**config.mk**
```make
export PLATFORM = sky130hd
export DESIGN_NAME = trig_stack_seq
export DESIGN_NICKNAME = d
export VERILOG_FILES = /design/src/rtl/trig_seq_pkg.sv /design/src/rtl/fp80_classify.sv /design/src/rtl/fp_stack_regs.sv /design/src/rtl/sincos_ctrl.sv /design/src/rtl/trig_stack_seq.sv
export SDC_FILE = /design/constraint.sdc
export NUM_CORES = 2
export LEC_CHECK = 0
export ABC_AREA = 1
export BUFFER_PORTS_ARGS = -buffer_cell sky130_fd_sc_hd__buf_2
export CORE_MARGIN = 8
export CORE_UTILIZATION = 46
export DETAILED_ROUTE_END_ITERATION = 16
export MAX_ROUTING_LAYER = met4
export PLACE_DENSITY = 0.73
export SKIP_CTS_REPAIR_TIMING = 1
export SYNTH_ARGS = -nofsm -noshare
export SYNTH_HDL_FRONTEND = slang
export SYNTH_SLANG_ARGS = --single-unit
```
**constraint.sdc**
```tcl
create_clock -name clk -period 10.2 [get_ports clk]
set_input_delay 2.04 -clock clk [delete_from_list [all_inputs] [get_ports clk]]
set_output_delay 2.04 -clock clk [all_outputs]
set_load 0.05 [all_outputs]
```
**src/rtl/trig_seq_pkg.sv**
```systemverilog
package trig_seq_pkg;

    localparam int unsigned FP_W     = 80;
    localparam int unsigned EXP_W    = 15;
    localparam int unsigned SIG_W    = 64;
    localparam int unsigned EXP_BIAS = 16383;
    localparam int unsigned EXC_W    = 5;

    localparam logic [EXP_W-1:0] EXP_ALL_ONES = '1;

    typedef struct packed {
        logic             sign;
        logic [EXP_W-1:0] exp;
        logic [SIG_W-1:0] sig;
    } fp80_t;

    typedef enum logic [2:0] {
        K_ZERO,
        K_NORMAL,
        K_DENORM,
        K_INF,
        K_QNAN,
        K_SNAN,
        K_UNSUP
    } fp_kind_e;

    typedef struct packed {
        fp_kind_e kind;
        logic     oor;
    } fp_class_t;

    // Flag vector, bit 0 first: invalid, denormal, stack fault, underflow, precision.
    typedef struct packed {
        logic pe;
        logic ue;
        logic sf;
        logic de;
        logic ie;
    } exc_t;

    typedef enum logic [2:0] {
        ST_IDLE,
        ST_EVAL,
        ST_WAIT,
        ST_WSIN,
        ST_WCOS
    } seq_state_e;

    localparam fp80_t FP_POS_ONE = '{sign: 1'b0, exp: 15'h3FFF,
                                     sig: 64'h8000_0000_0000_0000};
    localparam fp80_t FP_INDEF   = '{sign: 1'b1, exp: 15'h7FFF,
                                     sig: 64'hC000_0000_0000_0000};

    function automatic fp80_t make_quiet(fp80_t x);
        fp80_t q;
        q = x;
        q.sig[SIG_W-2] = 1'b1;
        return q;
    endfunction

endpackage

```
**src/rtl/fp80_classify.sv**
```systemverilog
module fp80_classify
    import trig_seq_pkg::*;
#(
    parameter int unsigned RANGE_LOG2 = 63
) (
    input  fp80_t     op_i,
    output fp_class_t cls_o
);
    localparam logic [EXP_W-1:0] EXP_LIMIT = EXP_W'(EXP_BIAS + RANGE_LOG2);

    logic sig_zero;
    logic frac_zero;

    assign sig_zero  = (op_i.sig == '0);
    assign frac_zero = (op_i.sig[SIG_W-2:0] == '0);

    always_comb begin
        cls_o.kind = K_NORMAL;
        cls_o.oor  = 1'b0;
        if (op_i.exp == EXP_ALL_ONES) begin
            if (!op_i.sig[SIG_W-1])      cls_o.kind = K_UNSUP;
            else if (frac_zero)          cls_o.kind = K_INF;
            else if (op_i.sig[SIG_W-2])  cls_o.kind = K_QNAN;
            else                         cls_o.kind = K_SNAN;
        end else if (op_i.exp == '0) begin
            cls_o.kind = sig_zero ? K_ZERO : K_DENORM;
        end else if (!op_i.sig[SIG_W-1]) begin
            cls_o.kind = K_UNSUP;
        end else begin
            cls_o.kind = K_NORMAL;
            cls_o.oor  = (op_i.exp >= EXP_LIMIT);
        end
    end
endmodule

```
**src/rtl/fp_stack_regs.sv**
```systemverilog
module fp_stack_regs
    import trig_seq_pkg::*;
#(
    parameter int unsigned DEPTH = 8,
    localparam int unsigned PTR_W = $clog2(DEPTH)
) (
    input  logic             clk,
    input  logic             rst,
    input  logic             push_i,
    input  logic             wr0_i,
    input  fp80_t            wdata_i,
    input  logic [PTR_W-1:0] rd_rel_i,
    output logic [PTR_W-1:0] top_o,
    output fp80_t            st0_o,
    output logic             st0_vld_o,
    output logic             below_vld_o,
    output fp80_t            rd_data_o,
    output logic             rd_vld_o
);
    localparam logic [PTR_W-1:0] PTR_ONE = PTR_W'(1);

    fp80_t            mem  [DEPTH];
    logic [DEPTH-1:0] tags;
    logic [PTR_W-1:0] top_q;
    logic [PTR_W-1:0] top_dn;
    logic [PTR_W-1:0] wr_idx;
    logic             wr_any;

    assign top_dn = top_q - PTR_ONE;
    assign wr_idx = push_i ? top_dn : top_q;
    assign wr_any = push_i | wr0_i;

    always_ff @(posedge clk) begin
        if (rst)         top_q <= '0;
        else if (push_i) top_q <= top_dn;
    end

    for (genvar g = 0; g < DEPTH; g++) begin : g_entry
        always_ff @(posedge clk) begin
            if (rst) begin
                mem[g]  <= '0;
                tags[g] <= 1'b0;
            end else if (wr_any && (wr_idx == PTR_W'(g))) begin
                mem[g]  <= wdata_i;
                tags[g] <= 1'b1;
            end
        end
    end

    assign top_o       = top_q;
    assign st0_o       = mem[top_q];
    assign st0_vld_o   = tags[top_q];
    assign below_vld_o = tags[top_dn];
    assign rd_data_o   = mem[top_q + rd_rel_i];
    assign rd_vld_o    = tags[top_q + rd_rel_i];
endmodule

```
**src/rtl/sincos_ctrl.sv**
```systemverilog
module sincos_ctrl
    import trig_seq_pkg::*;
(
    input  logic      clk,
    input  logic      rst,
    input  logic      start_i,
    input  logic      inv_mask_i,
    input  fp80_t     st0_i,
    input  logic      st0_vld_i,
    input  logic      below_vld_i,
    output fp80_t     op_o,
    input  fp_class_t cls_i,
    output logic      arith_req_o,
    input  logic      arith_ack_i,
    input  fp80_t     arith_sin_i,
    input  fp80_t     arith_cos_i,
    input  logic      arith_pe_i,
    input  logic      arith_ue_i,
    input  logic      arith_rup_i,
    output logic      push_o,
    output logic      wr0_o,
    output fp80_t     wdata_o,
    output logic      busy_o,
    output logic      done_o,
    output logic      c1_o,
    output logic      c2_o,
    output exc_t      exc_o
);
    seq_state_e state_q;
    fp80_t      op_q;
    fp80_t      sin_q;
    fp80_t      cos_q;
    logic       vld_q;
    logic       below_q;
    logic       mask_q;
    logic       done_q;
    logic       c1_q;
    logic       c2_q;
    exc_t       exc_q;

    always_ff @(posedge clk) begin
        if (rst) begin
            state_q <= ST_IDLE;
            op_q    <= '0;
            sin_q   <= '0;
            cos_q   <= '0;
            vld_q   <= 1'b0;
            below_q <= 1'b0;
            mask_q  <= 1'b0;
            done_q  <= 1'b0;
            c1_q    <= 1'b0;
            c2_q    <= 1'b0;
            exc_q   <= '0;
        end else begin
            done_q <= 1'b0;
            unique case (state_q)
                ST_IDLE: begin
                    if (start_i) begin
                        op_q    <= st0_i;
                        vld_q   <= st0_vld_i;
                        below_q <= below_vld_i;
                        mask_q  <= inv_mask_i;
                        state_q <= ST_EVAL;
                    end
                end
                ST_EVAL: begin
                    c2_q <= 1'b0;
                    c1_q <= 1'b0;
                    if (!vld_q) begin
                        exc_q.sf <= 1'b1;
                        done_q   <= 1'b1;
                        state_q  <= ST_IDLE;
                    end else if (below_q) begin
                        exc_q.sf <= 1'b1;
                        c1_q     <= 1'b1;
                        done_q   <= 1'b1;
                        state_q  <= ST_IDLE;
                    end else if (cls_i.oor) begin
                        c2_q    <= 1'b1;
                        c1_q    <= c1_q;
                        done_q  <= 1'b1;
                        state_q <= ST_IDLE;
                    end else begin
                        unique case (cls_i.kind)
                            K_ZERO: begin
                                sin_q   <= op_q;
                                cos_q   <= FP_POS_ONE;
                                state_q <= ST_WSIN;
                            end
                            K_QNAN: begin
                                sin_q   <= op_q;
                                cos_q   <= op_q;
                                state_q <= ST_WSIN;
                            end
                            K_SNAN: begin
                                exc_q.ie <= 1'b1;
                                sin_q    <= make_quiet(op_q);
                                cos_q    <= make_quiet(op_q);
                                done_q   <= !mask_q;
                                state_q  <= mask_q ? ST_WSIN : ST_IDLE;
                            end
                            K_INF, K_UNSUP: begin
                                exc_q.ie <= 1'b1;
                                sin_q    <= FP_INDEF;
                                cos_q    <= FP_INDEF;
                                done_q   <= !mask_q;
                                state_q  <= mask_q ? ST_WSIN : ST_IDLE;
                            end
                            K_DENORM: begin
                                exc_q.de <= 1'b1;
                                state_q  <= ST_WAIT;
                            end
                            default: begin
                                state_q <= ST_WAIT;
                            end
                        endcase
                    end
                end
                ST_WAIT: begin
                    if (arith_ack_i) begin
                        sin_q    <= arith_sin_i;
                        cos_q    <= arith_cos_i;
                        c1_q     <= arith_rup_i;
                        exc_q.pe <= exc_q.pe | arith_pe_i;
                        exc_q.ue <= exc_q.ue | arith_ue_i;
                        state_q  <= ST_WSIN;
                    end
                end
                ST_WSIN: begin
                    state_q <= ST_WCOS;
                end
                ST_WCOS: begin
                    done_q  <= 1'b1;
                    state_q <= ST_IDLE;
                end
                default: state_q <= ST_IDLE;
            endcase
        end
    end

    assign op_o        = op_q;
    assign arith_req_o = (state_q == ST_WAIT);
    assign wr0_o       = (state_q == ST_WSIN);
    assign push_o      = (state_q == ST_WCOS);
    assign wdata_o     = (state_q == ST_WCOS) ? cos_q : sin_q;
    assign busy_o      = (state_q != ST_IDLE);
    assign done_o      = done_q;
    assign c1_o        = c1_q;
    assign c2_o        = c2_q;
    assign exc_o       = exc_q;
endmodule

```
**src/rtl/trig_stack_seq.sv**
```systemverilog
module trig_stack_seq
    import trig_seq_pkg::*;
#(
    parameter int unsigned DEPTH      = 8,
    parameter int unsigned RANGE_LOG2 = 63,
    localparam int unsigned PTR_W     = $clog2(DEPTH)
) (
    input  logic               clk,
    input  logic               rst,
    input  logic               start_i,
    input  logic               inv_mask_i,
    input  logic               ld_valid_i,
    input  logic [FP_W-1:0]    ld_data_i,
    input  logic [PTR_W-1:0]   rd_rel_i,
    output logic [FP_W-1:0]    rd_data_o,
    output logic               rd_valid_o,
    output logic [PTR_W-1:0]   top_o,
    output logic               busy_o,
    output logic               done_o,
    output logic               c1_o,
    output logic               c2_o,
    output logic [EXC_W-1:0]   exc_o,
    output logic               arith_req_o,
    output logic [FP_W-1:0]    arith_op_o,
    input  logic               arith_ack_i,
    input  logic [FP_W-1:0]    arith_sin_i,
    input  logic [FP_W-1:0]    arith_cos_i,
    input  logic               arith_pe_i,
    input  logic               arith_ue_i,
    input  logic               arith_rup_i
);
    fp80_t     st0;
    logic      st0_vld;
    logic      below_vld;
    fp80_t     op;
    fp_class_t cls;
    logic      ctl_push;
    logic      ctl_wr0;
    fp80_t     ctl_wdata;
    logic      ld_take;
    logic      push;
    logic      wr0;
    fp80_t     wdata;
    fp80_t     rd_data;
    exc_t      exc;

    // Loads only in idle and never in the cycle of a start.
    assign ld_take = ld_valid_i && !busy_o && !start_i;
    assign push    = busy_o ? ctl_push : ld_take;
    assign wr0     = busy_o && ctl_wr0;
    assign wdata   = busy_o ? ctl_wdata : fp80_t'(ld_data_i);

    fp_stack_regs #(.DEPTH(DEPTH)) u_stack (
        .clk        (clk),
        .rst        (rst),
        .push_i     (push),
        .wr0_i      (wr0),
        .wdata_i    (wdata),
        .rd_rel_i   (rd_rel_i),
        .top_o      (top_o),
        .st0_o      (st0),
        .st0_vld_o  (st0_vld),
        .below_vld_o(below_vld),
        .rd_data_o  (rd_data),
        .rd_vld_o   (rd_valid_o)
    );

    fp80_classify #(.RANGE_LOG2(RANGE_LOG2)) u_class (
        .op_i (op),
        .cls_o(cls)
    );

    sincos_ctrl u_ctrl (
        .clk        (clk),
        .rst        (rst),
        .start_i    (start_i),
        .inv_mask_i (inv_mask_i),
        .st0_i      (st0),
        .st0_vld_i  (st0_vld),
        .below_vld_i(below_vld),
        .op_o       (op),
        .cls_i      (cls),
        .arith_req_o(arith_req_o),
        .arith_ack_i(arith_ack_i),
        .arith_sin_i(fp80_t'(arith_sin_i)),
        .arith_cos_i(fp80_t'(arith_cos_i)),
        .arith_pe_i (arith_pe_i),
        .arith_ue_i (arith_ue_i),
        .arith_rup_i(arith_rup_i),
        .push_o     (ctl_push),
        .wr0_o      (ctl_wr0),
        .wdata_o    (ctl_wdata),
        .busy_o     (busy_o),
        .done_o     (done_o),
        .c1_o       (c1_o),
        .c2_o       (c2_o),
        .exc_o      (exc)
    );

    assign rd_data_o  = rd_data;
    assign exc_o      = exc;
    assign arith_op_o = op;
endmodule

```
==> results.ini <==
[outcome]
outcome=finished, violations left
violations=slew limit

[clock_network]
clock_latency_ns=0.70
cts_sinks=905
clock_path_buffers=3
numCtsBuffers=98
cts.clk_slew.worst_paths_ns=0.06
tritoncts=done
htree_levels=3
cts-root-buf=clkbuf_16

[floorplan]
io_pins=426
core_sq_um=103000
die_area_sq_um=115000
die_x_um=339
start_util_pct=46.4
rows=118
die_h_um=339

[setup_path]
ff2ff_setup_slack_ns=4.35
crit_chain=buf_2 > ha_4 > fa_4 > xnor2_1 > xor2_4 > buf_4 > buf_4 > nor2_1 > a31oi_1 > buf_2
cp_data_arrival_time_ns=5.38
r2r-start=u_ctrl.state_q[1]
cp_slowest_cell=buf_4
critPathRequiredTime_ns=8.16
r2r_end=u_stack.mem[6][27]
crit_fanout=64
critPathMaxStageDelay_ns=0.78
cp-end-kind=output pin
startpoint_type=primary input
rr_worst_depth=12
path_class=in2out

[sta]
slew_headroom_pct=-3.04
max_freq_ghz=0.135
min_period_over_period_pct=72.8
rsz0062_at_grt=false
finClkSkew_ns=0.0290
maxSlewViolCount=69
worstMarginPinSlew_ns=1.55
setup-tns-final_ns=0
min_period_ns=7.42
finalHoldViolCount=0
setup_violations=0

[synthesis]
synthesis.instances=5857
syn_nets=6112
ys_seq_area_share_pct=51.0
ys_ff_latch=905
syn_area_sq_um=48000
yosys_warnings=0
ys_types=44
syn_avg_cell_area_sq_um=8.20

[finish]
drive_gt1_share_pct=14.9
fillers=9507
final_area_sq_um=53900
final_nets=6206
multiInputGateArea_sq_um=19800
area_delta_synth_final_pct=12.2
regArea_sq_um=24500

[hold_path]
hold_depth=2
holdPathEnd=u_ctrl.exc_o[3]
hp-class=reg2reg
hp-start=u_ctrl.exc_o[3]

[global_route]
first_global_vias=41751
grt_max_degree=244
grt_pass1_wl_um=255000
grt_usage_pct=29.3
antenna_found_initial=8
gr-total-overflow=0

[place]
gp_congestion=0.837
hpwl_um=97800
dpl-instance-area_sq_um=50600
io_buffers=425

[drt]
ant_nets=0
drt_iter0_drc=6046
vias=44450
drt_pass1_iterations=6
wl_per_cell_um=23.2
drt_wl_total_um=172000
via_per_inst=5.99
drc=0

[power_and_ir_drop]
p_leak_nw=22.2
power_density_nw_per_um2=194
peakVddDrop_uv=130
power.total_mw=10.5

[job]
drv_cap=0

sequential cells by signal, indices dropped and copies added, names as in the netlist:
name and count:
u_ctrl.done_o 1, u_ctrl.op_o 80, u_ctrl.mask_q 1, u_stack.mem 640, u_ctrl.c1_o 1, u_stack.tags 8, u_ctrl.below_q 1, u_ctrl.exc_o 5
u_ctrl.sin_q 80, u_ctrl.cos_q 80, u_ctrl.vld_q 1, u_ctrl.state_q 3, u_ctrl.c2_o 1, u_stack.top_o 3
where the power goes:
group | internal (mW) | leakage (nW) | total (mW) | switching, mW
registers | 4.14 | 8.79 | 4.29 | 0.143
logic | 0.615 | 11.8 | 2.58 | 1.96
clock network | 2.07 | 1.59 | 3.62 | 1.54
total | 6.83 | 22.2 | 10.5 | 3.65
routing by layer:
layer / global-route usage, % / up-vias / wire length (um)
li1: - / 20209 / -
met1: 38.7 / 20805 / 67900
met2: 44.0 / 3003 / 75500
met3: 6.50 / 433 / 22600
met4: 10.9 / 0 / 6280
met5: - / - / 0
cells in the final DEF, fill, tap and decap left out, types with 113 or more instances in the layout:
| cell type | count |
|---|---|
| nor2_1 | 1122 |
| o21ai_0 | 895 |
| nand2_1 | 668 |
| edfxtp_1 | 640 |
| a21oi_1 | 614 |
| inv_1 | 452 |
| buf_2 | 425 |
| dfxtp_1 | 262 |
| o211ai_1 | 149 |
| o22ai_1 | 113 |
critical path, delay by kind of cell:
kind	cells	cell delay, ns
AOI/OAI and AO/OA	1	0.38
xor gates and xnor gates	2	0.54
adders and majority gates	2	0.59
buffers and inverters	4	1.68
and+or+nand+nor	1	0.08
cell usage after synthesis (all sizes together):
| library cell | instances | share of area (%) |
|---|---|---|
| a221oi | 47 | 0.87 |
| nand3 | 132 | 2.6 |
| edfxtp | 640 | 40 |
| nand2 | 679 | 5.4 |
| xnor2 | 2 | 0.036 |
| o21ai | 905 | 9.4 |
| a21oi | 615 | 6.4 |
| nand3b | 47 | 1.0 |
| inv | 465 | 3.6 |
| o211ai | 149 | 2.3 |
| clkbuf | 360 | 2.8 |
| a211oi | 1 | 0.016 |
| or2 | 17 | 0.22 |
| ha | 2 | 0.052 |
| a31oi | 82 | 1.1 |
| mux2i | 13 | 0.27 |
| o22ai | 113 | 1.5 |
| buf | 137 | 1.8 |
| a21boi | 1 | 0.016 |
| nor3 | 4 | 0.063 |
| nand4 | 6 | 0.078 |
| dfxtp | 265 | 11 |
| fa | 1 | 0.042 |
| nor2 | 1168 | 9.4 |
| xor2 | 2 | 0.036 |
| nor4 | 2 | 0.026 |
| clkinv | 2 | 0.016 |
worst max path at each step:
stage / startpoint / end / slack [ns] / cells past startpoint
6_report: rd_rel_i[0] / rd_data_o[16] / 2.78 / 10
5_1_grt: rd_rel_i[0] / rd_data_o[16] / 2.62 / 10
4_1_cts: rd_rel_i[0] / rd_data_o[16] / 2.83 / 10
3_5_place_dp: rd_rel_i[0] / rd_data_o[16] / 2.84 / 10
3_3_place_gp: rd_rel_i[0] / rd_data_o[32] / 2.87 / 10
2_1_floorplan: start_i / u_stack.mem[5][0] / 1.02 / 8
cell families (layout without fill, tap and decap cells):
family	Yosys count	in the layout	share of synthesized area, %
xor gates and xnor gates	4	4	0.0729
buffers and inverters	964	1144	8.23
adders and majority gates	3	3	0.0938
and+or+nand+nor	2055	2055	18.7
muxes	13	13	0.271
AOI/OAI and AO/OA	1913	1913	21.6
other	0	5	0
DFF	905	905	51.0
per-stage QoR:
step           cells  worst slack [ns]  hold WS (ns)  utilization (%)
3_5_place_dp    7231              2.84         0.451             48.9
5_1_grt         7420              2.62         0.482             52.1
4_1_cts         7417              2.83         0.459             52.1
2_1_floorplan   5857              1.02         0.447                -
3_3_place_gp    7231              2.87         0.439             48.9
6_report        7422              2.78         0.457             52.1
final cells by class:
class,instances,share of cell area (%)
antenna,5,0.0232
clock buffer,131,5.09
clock inverter,55,0.915
inverter,467,3.30
multi-input combinational,3988,36.8
sequential,905,45.5
tap,1380,3.20
timing repair buffer,491,5.12
(Power assumes the default switching activity.)
